**config.mk**
```make
export PLATFORM = sky130hd
export DESIGN_NAME = portmdio_ctrl
export DESIGN_NICKNAME = d
export VERILOG_FILES = /design/src/rtl/portmdio_pkg.sv /design/src/rtl/portmdio_map.sv /design/src/rtl/portmdio_serdes.sv /design/src/rtl/portmdio_seq.sv /design/src/rtl/portmdio_ctrl.sv
export SDC_FILE = /design/constraint.sdc
export NUM_CORES = 2
export LEC_CHECK = 0
export BUFFER_PORTS_ARGS = -buffer_cell sky130_fd_sc_hd__buf_2
export CORE_UTILIZATION = 35
export CTS_CLUSTER_DIAMETER = 100
export DETAILED_ROUTE_END_ITERATION = 8
export SETUP_SLACK_MARGIN = 0.05
export SYNTH_ARGS = -nofsm -noshare
export SYNTH_HDL_FRONTEND = slang
export SYNTH_HIERARCHICAL = 1
export SYNTH_SLANG_ARGS = --single-unit
export TNS_END_PERCENT = 5
```
**constraint.sdc**
```tcl
create_clock -name clk -period 9.4 [get_ports clk]
set_clock_uncertainty 0.15 [all_clocks]
set_input_delay 1.88 -clock clk [delete_from_list [all_inputs] [get_ports clk]]
set_output_delay 1.88 -clock clk [all_outputs]
set_load 0.005 [all_outputs]
```
**src/rtl/portmdio_pkg.sv**
```systemverilog
package portmdio_pkg;

    localparam logic [11:0] OFS_GLOBAL = 12'h000;
    localparam logic [11:0] OFS_BUSSEL = 12'h008;
    localparam logic [11:0] OFS_WRMAP  = 12'h170;
    localparam logic [11:0] OFS_CMD    = 12'h174;
    localparam logic [11:0] OFS_DATA   = 12'h178;
    localparam logic [11:0] OFS_DEVREG = 12'h17C;
    localparam logic [11:0] OFS_PHYTAB = 12'h180;

    localparam int MAX_BUSES   = 4;
    localparam int FRAME_BITS  = 64;
    localparam int PHY_FIELD   = 5;
    localparam int SEL_FIELD   = 2;

    localparam logic [1:0] OP_ADDR  = 2'b00;
    localparam logic [1:0] OP_WRITE = 2'b01;
    localparam logic [1:0] OP_READ  = 2'b11;

    typedef struct packed {
        logic [SEL_FIELD-1:0] bus;
        logic [PHY_FIELD-1:0] phy;
    } target_t;

    typedef enum logic [1:0] {
        SQ_IDLE = 2'd0,
        SQ_ADDR = 2'd1,
        SQ_ACC  = 2'd2
    } seq_state_t;

    function automatic logic [FRAME_BITS-1:0] build_frame(
        input logic [1:0]  op,
        input logic [4:0]  phy,
        input logic [4:0]  dev,
        input logic [15:0] payload
    );
        return {32'hFFFF_FFFF, 2'b00, op, phy, dev, 2'b10, payload};
    endfunction

endpackage

```
**src/rtl/portmdio_map.sv**
```systemverilog
module portmdio_map
    import portmdio_pkg::*;
#(
    parameter int NUM_PORTS = 32
) (
    input  logic                         clk,
    input  logic                         rst,
    input  logic                         wr_en,
    input  logic [11:0]                  addr,
    input  logic [31:0]                  wdata,
    input  logic [$clog2(NUM_PORTS)-1:0] lookup_port,
    output target_t                      lookup_tgt,
    output logic                         rd_hit,
    output logic [31:0]                  rd_word
);
    localparam int PORT_W     = $clog2(NUM_PORTS);
    localparam int ADDR_WORDS = (NUM_PORTS + 5) / 6;
    localparam int SEL_WORDS  = (NUM_PORTS + 15) / 16;
    localparam int AW_IW      = (ADDR_WORDS > 1) ? $clog2(ADDR_WORDS) : 1;
    localparam int SW_IW      = (SEL_WORDS > 1) ? $clog2(SEL_WORDS) : 1;

    logic [31:0] phy_tab [ADDR_WORDS];
    logic [31:0] sel_tab [SEL_WORDS];

    always_ff @(posedge clk) begin
        for (int w = 0; w < ADDR_WORDS; w++) begin
            if (rst)
                phy_tab[w] <= '0;
            else if (wr_en && addr == 12'(OFS_PHYTAB + 4 * w))
                phy_tab[w] <= wdata;
        end
        for (int w = 0; w < SEL_WORDS; w++) begin
            if (rst)
                sel_tab[w] <= '0;
            else if (wr_en && addr == 12'(OFS_BUSSEL + 4 * w))
                sel_tab[w] <= wdata;
        end
    end

    // Translate the port into a bus number and a PHY address
    logic [AW_IW-1:0] aw_idx;
    logic [SW_IW-1:0] sw_idx;
    logic [4:0]       phy_pos;
    logic [4:0]       sel_pos;

    always_comb begin
        aw_idx  = AW_IW'(lookup_port / PORT_W'(6));
        phy_pos = 5'((lookup_port % PORT_W'(6)) * PORT_W'(5));
        sw_idx  = SW_IW'(lookup_port >> 4);
        sel_pos = {lookup_port[3:0], 1'b0};
        lookup_tgt.phy = phy_tab[aw_idx][phy_pos +: PHY_FIELD];
        lookup_tgt.bus = sel_tab[sw_idx][sel_pos +: SEL_FIELD];
    end

    always_comb begin
        rd_hit  = 1'b0;
        rd_word = '0;
        for (int w = 0; w < ADDR_WORDS; w++) begin
            if (addr == 12'(OFS_PHYTAB + 4 * w)) begin
                rd_hit  = 1'b1;
                rd_word = phy_tab[w];
            end
        end
        for (int w = 0; w < SEL_WORDS; w++) begin
            if (addr == 12'(OFS_BUSSEL + 4 * w)) begin
                rd_hit  = 1'b1;
                rd_word = sel_tab[w];
            end
        end
    end

endmodule

```
**src/rtl/portmdio_serdes.sv**
```systemverilog
module portmdio_serdes
    import portmdio_pkg::*;
#(
    parameter int MDC_HALF = 2
) (
    input  logic                  clk,
    input  logic                  rst,
    input  logic                  start,
    input  logic [FRAME_BITS-1:0] frame,
    input  logic                  is_read,
    input  logic                  mdio_i,
    output logic                  mdc,
    output logic                  mdio_o,
    output logic                  mdio_oe,
    output logic                  done,
    output logic                  ta_ok,
    output logic [15:0]           rdata
);
    localparam int DW = (MDC_HALF > 1) ? $clog2(MDC_HALF) : 1;
    localparam logic [DW-1:0] DIV_LAST = DW'(MDC_HALF - 1);

    logic                  active;
    logic                  rd_q;
    logic [DW-1:0]         div_cnt;
    logic [5:0]            idx;
    logic [FRAME_BITS-1:0] sh;

    always_ff @(posedge clk) begin
        if (rst) begin
            active  <= 1'b0;
            rd_q    <= 1'b0;
            div_cnt <= '0;
            idx     <= '0;
            sh      <= '0;
            mdc     <= 1'b0;
            mdio_oe <= 1'b0;
            done    <= 1'b0;
            ta_ok   <= 1'b0;
            rdata   <= '0;
        end else begin
            done <= 1'b0;
            if (!active) begin
                if (start) begin
                    active  <= 1'b1;
                    rd_q    <= is_read;
                    sh      <= frame;
                    idx     <= '0;
                    div_cnt <= '0;
                    mdc     <= 1'b0;
                    mdio_oe <= 1'b1;
                    ta_ok   <= 1'b0;
                    rdata   <= '0;
                end
            end else if (div_cnt == DIV_LAST) begin
                div_cnt <= '0;
                if (!mdc) begin
                    // rising edge: sample the PHY
                    mdc <= 1'b1;
                    if (rd_q && idx == 6'd47)
                        ta_ok <= !mdio_i;
                    if (rd_q && idx >= 6'd48)
                        rdata <= {rdata[14:0], mdio_i};
                end else begin
                    // falling edge: advance to the next bit
                    mdc <= 1'b0;
                    if (idx == 6'd63) begin
                        active  <= 1'b0;
                        mdio_oe <= 1'b0;
                        done    <= 1'b1;
                    end else begin
                        idx <= idx + 6'd1;
                        sh  <= {sh[FRAME_BITS-2:0], 1'b0};
                        if (rd_q && idx == 6'd45)
                            mdio_oe <= 1'b0;
                    end
                end
            end else begin
                div_cnt <= div_cnt + DW'(1);
            end
        end
    end

    assign mdio_o = sh[FRAME_BITS-1];

    p_turn_released_r9: assert property (@(posedge clk) disable iff (rst)
        (active && rd_q && idx >= 6'd46) |-> !mdio_oe);

    p_mdc_idle_low_r9: assert property (@(posedge clk) disable iff (rst)
        !active |-> !mdc);

endmodule

```
**src/rtl/portmdio_seq.sv**
```systemverilog
module portmdio_seq
    import portmdio_pkg::*;
#(
    parameter int NUM_PORTS = 32,
    parameter int NUM_BUSES = 4
) (
    input  logic                             clk,
    input  logic                             rst,
    input  logic                             cmd_we,
    input  logic [2:0]                       cmd_bits,
    input  logic [$clog2(NUM_PORTS)-1:0]     rd_port,
    input  logic [NUM_PORTS-1:0]             wr_map,
    input  logic [15:0]                      wr_data,
    input  logic [4:0]                       dev_in,
    input  logic [15:0]                      reg_in,
    input  logic [MAX_BUSES-1:0]             c45_mask,
    output logic [$clog2(NUM_PORTS)-1:0]     look_port,
    input  target_t                          look_tgt,
    input  logic [MAX_BUSES-1:0]             fr_done,
    input  logic [MAX_BUSES-1:0]             fr_ta_ok,
    input  logic [MAX_BUSES-1:0][15:0]       fr_rdata,
    output logic [MAX_BUSES-1:0]             fr_start,
    output logic [FRAME_BITS-1:0]            fr_word,
    output logic                             fr_read,
    output logic                             busy,
    output logic                             fail,
    output logic                             op_write,
    output logic                             op_c45,
    output logic                             res_we,
    output logic [15:0]                      res_data
);
    localparam int PORT_W = $clog2(NUM_PORTS);

    seq_state_t  state;
    target_t     tgt;
    logic [4:0]  dev_q;
    logic [15:0] reg_q;
    logic [15:0] wdat_q;
    logic        start_q;
    logic        runnable;

    // Write target: lowest set bit of the bitmap
    always_comb begin
        look_port = rd_port;
        if (cmd_bits[2]) begin
            look_port = '0;
            for (int i = NUM_PORTS - 1; i >= 0; i--)
                if (wr_map[i]) look_port = PORT_W'(i);
        end
        runnable = cmd_bits[1] && c45_mask[look_tgt.bus]
                   && (int'(look_tgt.bus) < NUM_BUSES);
    end

    always_ff @(posedge clk) begin
        if (rst) begin
            state    <= SQ_IDLE;
            tgt      <= '0;
            dev_q    <= '0;
            reg_q    <= '0;
            wdat_q   <= '0;
            start_q  <= 1'b0;
            fail     <= 1'b0;
            op_write <= 1'b0;
            op_c45   <= 1'b0;
        end else begin
            start_q <= 1'b0;
            case (state)
                SQ_IDLE: if (cmd_we) begin
                    op_write <= cmd_bits[2];
                    op_c45   <= cmd_bits[1];
                    if (cmd_bits[0]) begin
                        tgt    <= look_tgt;
                        dev_q  <= dev_in;
                        reg_q  <= reg_in;
                        wdat_q <= wr_data;
                        if (runnable) begin
                            fail    <= 1'b0;
                            state   <= SQ_ADDR;
                            start_q <= 1'b1;
                        end else begin
                            fail <= 1'b1;
                        end
                    end
                end
                SQ_ADDR: if (fr_done[tgt.bus]) begin
                    state   <= SQ_ACC;
                    start_q <= 1'b1;
                end
                SQ_ACC: if (fr_done[tgt.bus]) begin
                    state <= SQ_IDLE;
                    fail  <= !op_write && !fr_ta_ok[tgt.bus];
                end
                default: state <= SQ_IDLE;
            endcase
        end
    end

    always_comb begin
        busy     = (state != SQ_IDLE);
        fr_start = start_q ? (MAX_BUSES'(1) << tgt.bus) : '0;
        fr_read  = (state == SQ_ACC) && !op_write;
        if (state == SQ_ADDR)
            fr_word = build_frame(OP_ADDR, tgt.phy, dev_q, reg_q);
        else
            fr_word = build_frame(op_write ? OP_WRITE : OP_READ, tgt.phy, dev_q,
                                  op_write ? wdat_q : 16'hFFFF);
        res_we   = (state == SQ_ACC) && fr_done[tgt.bus] && !op_write;
        res_data = fr_ta_ok[tgt.bus] ? fr_rdata[tgt.bus] : 16'hFFFF;
    end

    p_busy_start_ignored_r11: assert property (@(posedge clk) disable iff (rst)
        (busy && cmd_we) |=> ($stable(tgt) && $stable(op_write) && $stable(dev_q)));

    p_done_frees_r5: assert property (@(posedge clk) disable iff (rst)
        (state == SQ_ACC && fr_done[tgt.bus]) |=> !busy);

endmodule

```
**src/rtl/portmdio_ctrl.sv**
```systemverilog
module portmdio_ctrl
    import portmdio_pkg::*;
#(
    parameter int NUM_PORTS = 32,
    parameter int NUM_BUSES = 4,
    parameter int MDC_HALF  = 2
) (
    input  logic                 clk,
    input  logic                 rst,
    input  logic                 reg_wr,
    input  logic [11:0]          reg_addr,
    input  logic [31:0]          reg_wdata,
    output logic [31:0]          reg_rdata,
    output logic [NUM_BUSES-1:0] mdc,
    output logic [NUM_BUSES-1:0] mdio_o,
    output logic [NUM_BUSES-1:0] mdio_oe,
    input  logic [NUM_BUSES-1:0] mdio_i
);
    localparam int PORT_W = $clog2(NUM_PORTS);

    logic [NUM_BUSES-1:0] c45_q;
    logic [NUM_PORTS-1:0] wrmap_q;
    logic [31:0]          data_q;
    logic [4:0]           dev_q;
    logic [15:0]          regn_q;

    logic [PORT_W-1:0]               look_port;
    target_t                         look_tgt;
    logic                            map_hit;
    logic [31:0]                     map_word;
    logic [MAX_BUSES-1:0]            fr_done, fr_ta_ok, fr_start;
    logic [MAX_BUSES-1:0][15:0]      fr_rdata;
    logic [FRAME_BITS-1:0]           fr_word;
    logic                            fr_read;
    logic                            busy, fail, op_write, op_c45, res_we;
    logic [15:0]                     res_data;

    always_ff @(posedge clk) begin
        if (rst) begin
            c45_q   <= '0;
            wrmap_q <= '0;
            data_q  <= '0;
            dev_q   <= '0;
            regn_q  <= '0;
        end else begin
            if (reg_wr) begin
                case (reg_addr)
                    OFS_GLOBAL: c45_q   <= reg_wdata[16 +: NUM_BUSES];
                    OFS_WRMAP:  wrmap_q <= reg_wdata[NUM_PORTS-1:0];
                    OFS_DATA:   data_q  <= reg_wdata;
                    OFS_DEVREG: begin
                        dev_q  <= reg_wdata[20:16];
                        regn_q <= reg_wdata[15:0];
                    end
                    default: ;
                endcase
            end
            if (res_we)
                data_q[15:0] <= res_data;
        end
    end

    always_comb begin
        reg_rdata = '0;
        if (map_hit) begin
            reg_rdata = map_word;
        end else begin
            case (reg_addr)
                OFS_GLOBAL: reg_rdata[16 +: NUM_BUSES] = c45_q;
                OFS_WRMAP:  reg_rdata[NUM_PORTS-1:0]   = wrmap_q;
                OFS_CMD:    reg_rdata = {6'b0, fail, 22'b0, op_write, op_c45, busy};
                OFS_DATA:   reg_rdata = data_q;
                OFS_DEVREG: reg_rdata = {11'b0, dev_q, regn_q};
                default:    reg_rdata = '0;
            endcase
        end
    end

    portmdio_map #(.NUM_PORTS(NUM_PORTS)) u_map (
        .clk(clk), .rst(rst), .wr_en(reg_wr), .addr(reg_addr), .wdata(reg_wdata),
        .lookup_port(look_port), .lookup_tgt(look_tgt),
        .rd_hit(map_hit), .rd_word(map_word)
    );

    portmdio_seq #(.NUM_PORTS(NUM_PORTS), .NUM_BUSES(NUM_BUSES)) u_seq (
        .clk(clk), .rst(rst),
        .cmd_we(reg_wr && reg_addr == OFS_CMD), .cmd_bits(reg_wdata[2:0]),
        .rd_port(data_q[16 +: PORT_W]), .wr_map(wrmap_q), .wr_data(data_q[31:16]),
        .dev_in(dev_q), .reg_in(regn_q), .c45_mask(MAX_BUSES'(c45_q)),
        .look_port(look_port), .look_tgt(look_tgt),
        .fr_done(fr_done), .fr_ta_ok(fr_ta_ok), .fr_rdata(fr_rdata),
        .fr_start(fr_start), .fr_word(fr_word), .fr_read(fr_read),
        .busy(busy), .fail(fail), .op_write(op_write), .op_c45(op_c45),
        .res_we(res_we), .res_data(res_data)
    );

    for (genvar b = 0; b < MAX_BUSES; b++) begin : g_bus
        if (b < NUM_BUSES) begin : g_on
            portmdio_serdes #(.MDC_HALF(MDC_HALF)) u_ser (
                .clk(clk), .rst(rst), .start(fr_start[b]), .frame(fr_word),
                .is_read(fr_read), .mdio_i(mdio_i[b]),
                .mdc(mdc[b]), .mdio_o(mdio_o[b]), .mdio_oe(mdio_oe[b]),
                .done(fr_done[b]), .ta_ok(fr_ta_ok[b]), .rdata(fr_rdata[b])
            );
        end else begin : g_off
            assign fr_done[b]  = 1'b0;
            assign fr_ta_ok[b] = 1'b0;
            assign fr_rdata[b] = '0;
        end
    end

    p_single_mdc_r12: assert property (@(posedge clk) disable iff (rst)
        $onehot0(mdc));

    p_fail_reads_ones_r10: assert property (@(posedge clk) disable iff (rst)
        ($fell(busy) && fail && !op_write) |-> data_q[15:0] == 16'hFFFF);

endmodule

```
==> results.toml <==
[outcome]
outcome = "finished clean"

[critical_path]
path_max_fanout = 33
critPathMostFrequentCell = "ha_1"
crit_path_start_kind = "input port"
rr_worst_depth = 24
cp.required_ps = 9850
critPathMaxStageDelay_ps = 550
critPathBufInv = 5
cpMaxStageDelayCell = "or4_1"
crit_chain = "buf_2 > nand3_1 > or4_1 > o22ai_1 > buf_4 > ha_1 > mux2_2 > o31ai_1 > ha_2 > buf_4 > nor2_1 > a31oi_1 > o311ai_1 > o31ai_1 > nand2_4 > inv_6 > ha_1 > ha_1 > clkinv_1 > mux4_2 > or3_1 > nand4_1 > nand2_1 > a21oi_1"
crit_path_start = "reg_wdata[2]"
r2r_start = "wrmap_q[0]"
cp-end-kind = "register"
path_depth = 24
crit_type = "input port to register"
worstPathArrival_ps = 8370
crit_family = "adder cells"

[power]
swShare_pct = 23.6
ir_drop_uv = 120
pwr-share-comb_pct = 5.5
seq_power_share_pct = 47.5
intPower_w = 0.00565
p_switching_w = 0.00174
leakage_nw = 14.6
p_per_area_mw_per_mm2 = 160
p_clk_share_pct = 47.0

[floorplan]
die_w_um = 350
ioPinCount = 95
initial_utilization_pct = 35.3
coreArea_mm2 = 0.120
die_area_mm2 = 0.122
row_count = 127
fp.dieH_um = 350

[detailed_routing]
vias = 32310
drt_wl_total_um = 129000
vias_per_cell = 5.70
first_pass_iters = 7
drt.antenna.violating_nets = 0
drc = 0
wire_per_inst_um = 22.7
drt_iter0_markers = 3458

[clock_network]
clockRootBuffer = "clkbuf_16"
clkLatencyLatePin_ps = 680
h-tree-depth = 3
numCtsBuffers = 89
clkSinkCount = 767
holdBufCountCts = 0
cts_resized = 0
cts_tree = "yes"
cts_buffer_depth = 3
cts_setup_buffers = 0
clk_pin_slew_ps = 60

[placement]
io_buffer_count = 94
gp_congestion = 0.913
hpwlAfterDp_um = 81100

[synth]
syn_inst = 4128
seq_area_frac_synth_pct = 42.4
avgSynthCellArea_um2 = 10.2
synth.ff_latch_count = 767
synth_edf_count = 256
yosysWarnings = 6
synth_flop_cell = "dfxtp_1"
synth.distinct_cells = 94
synth.cell_area_mm2 = 0.0423
synth-async-reset-ratio_pct = 0

[finish]
syn_to_final_growth_pct = 9.01
final_layout_size_suffix_gt1_share_pct = 21.8
final_nets = 4048
fill_cells = 11828

[worst_hold_path]
holdCritStartpoint = "u_seq/wdat_q[7]"
hold_depth = 2
min_path_type = "register to register"

[global_route]
grt_max_degree = 166
grt_usage_pct = 20.5
antenna_found_initial = 8
grt_overflow = 0
grt_pass1_vias = 30427
grt_pass1_wl_um = 195000

[timing]
worst_slew_margin_rel_pct = 15.0
setup_viol = 0
fin_crit_ps = 7920
rsz0062_at_grt = "no"
hold_ws_ps = 303
tightestPinTransition_ps = 1270
drv_slew = 0
fmax_mhz = 126
fin_setup_tns_ps = 0
fin_crit_sh_pct = 84.3
hold_violations = 0

[flow_run]
drv_cap = 0
## power by group through the flow
| stage | logic (W) | registers [W] | clock network (W) |
|---|---|---|---|
| after floorplan | 0.000266 | 0.00357 | 0 |
| after global placement | 0.000396 | 0.00358 | 0 |
| after detailed placement | 0.000394 | 0.00358 | 0 |
| after CTS | 0.000396 | 0.00351 | 0.00354 |
| after global routing | 0.000429 | 0.00351 | 0.00367 |
| final | 0.000407 | 0.00351 | 0.00347 |
## path summary, 6_finish.rpt
kind / end / slack (ps)
worst max register to register: u_seq/tgt[4] / 2230
worst min register to register: u_seq/wdat_q[7] / 300
worst max-delay path: u_seq/tgt[4] / 1480
worst min-delay path: u_seq/wdat_q[7] / 300
## cells by family (layout without fill, tap and decap cells)
family | after synthesis | count (layout) | share of synthesized area, %
multiplexers | 492 | 492 | 13.9
flip-flops | 767 | 767 | 42.4
adder cells (fa/ha/maj) | 14 | 14 | 0.414
AO/OA/AOI/OAI | 877 | 877 | 16.2
other | 2 | 41 | 0.0178
AND/OR/NAND/NOR | 1492 | 1492 | 20.5
XOR/XNOR | 10 | 10 | 0.240
buffers and inverters | 474 | 367 | 6.28
## per-layer routing
metal	wire length [um]	global-route usage (%)	vias to the layer above
li1	-	-	14918
met1	59200	29.8	15994
met2	55600	30.3	1231
met3	10800	4.31	163
met4	2800	5.62	4
met5	21	0	-
## synth_stat cells, drive strengths merged, types with 18 or more instances
master / count / area, um^2
dfxtp: 511 / 10200
mux2i: 402 / 4020
nand2: 349 / 1330
nor3: 315 / 2630
a21oi: 279 / 1400
and2: 263 / 1650
a211oi: 262 / 2970
edfxtp: 256 / 7690
buf: 248 / 1800
nand3: 215 / 1150
clkbuf: 184 / 692
nor2: 152 / 571
o21ai: 92 / 543
a31oi: 88 / 617
mux4: 76 / 1710
inv: 41 / 159
nor2b: 39 / 244
nand2b: 38 / 245
o221ai: 38 / 333
nor4: 32 / 200
nand4: 20 / 150
a22oi: 19 / 143
a222oi: 18 / 180
## layout by cell type, fill, tap and decap left out, drive strengths merged, types with 16 or more instances in the layout
cell type / instances
a211oi: 262
a21oi: 279
a222oi: 18
a22oi: 19
a31oi: 88
and2: 263
and3: 16
buf: 162
clkbuf: 130
clkinv: 23
conb: 36
dfxtp: 511
edfxtp: 256
inv: 45
mux2i: 402
mux4: 76
nand2: 349
nand2b: 38
nand3: 215
nand4: 20
nor2: 152
nor2b: 39
nor3: 315
nor4: 32
o21ai: 92
o221ai: 38
## worst reg2reg max path: cells and delay by family, from the launching register on
family / cells / cell delay, ps
simple gates: 8 / 1620
mux: 2 / 960
fa+ha+maj: 4 / 1550
flops: 1 / 390
buf+inv: 4 / 1280
compound gates: 6 / 1170
## flip-flops by register name, summed over array words and instances, names as in the netlist, 5 cells and up
| signal | flops |
|---|---|
| dev_q | 5 |
| g_bus.g_on.u_ser/idx | 24 |
| g_bus.g_on.u_ser/sh | 256 |
| u_seq/tgt | 7 |
| u_seq/reg_q | 16 |
| wrmap_q | 32 |
| g_bus.g_on.u_ser/rdata | 64 |
| u_map/sel_tab | 64 |
| regn_q | 16 |
| u_seq/wdat_q | 16 |
| u_seq/dev_q | 5 |
| u_map/phy_tab | 192 |
| data_q | 32 |
## final cells by class
| class | count | area, um^2 | share of cell area, % |
|---|---|---|---|
| antenna | 5 | 12.5 | 0.0271 |
| sequential | 767 | 17900 | 38.9 |
| timing repair buffer | 162 | 1010 | 2.20 |
| clock buffer | 130 | 2660 | 5.76 |
| clock inverter | 33 | 265 | 0.575 |
| inverter | 42 | 163 | 0.353 |
| tap | 1612 | 2020 | 4.37 |
| multi-input combinational | 2921 | 22000 | 47.8 |
## through the flow
step / cells / area, um^2 / utilization [%] / worst slack, ps / total power [W]
floorplan: 4162 / 42400 / - / 1620 / 0.00383
global placement: 5504 / 43200 / 36.0 / 880 / 0.00398
detailed placement: 5504 / 43200 / 36.0 / 837 / 0.00397
CTS: 5667 / 46100 / 38.5 / 1530 / 0.00744
global route: 5668 / 46100 / 38.5 / 1050 / 0.00761
finish: 5672 / 46100 / 38.5 / 1480 / 0.00739
Power figures use the tool's default switching activity.
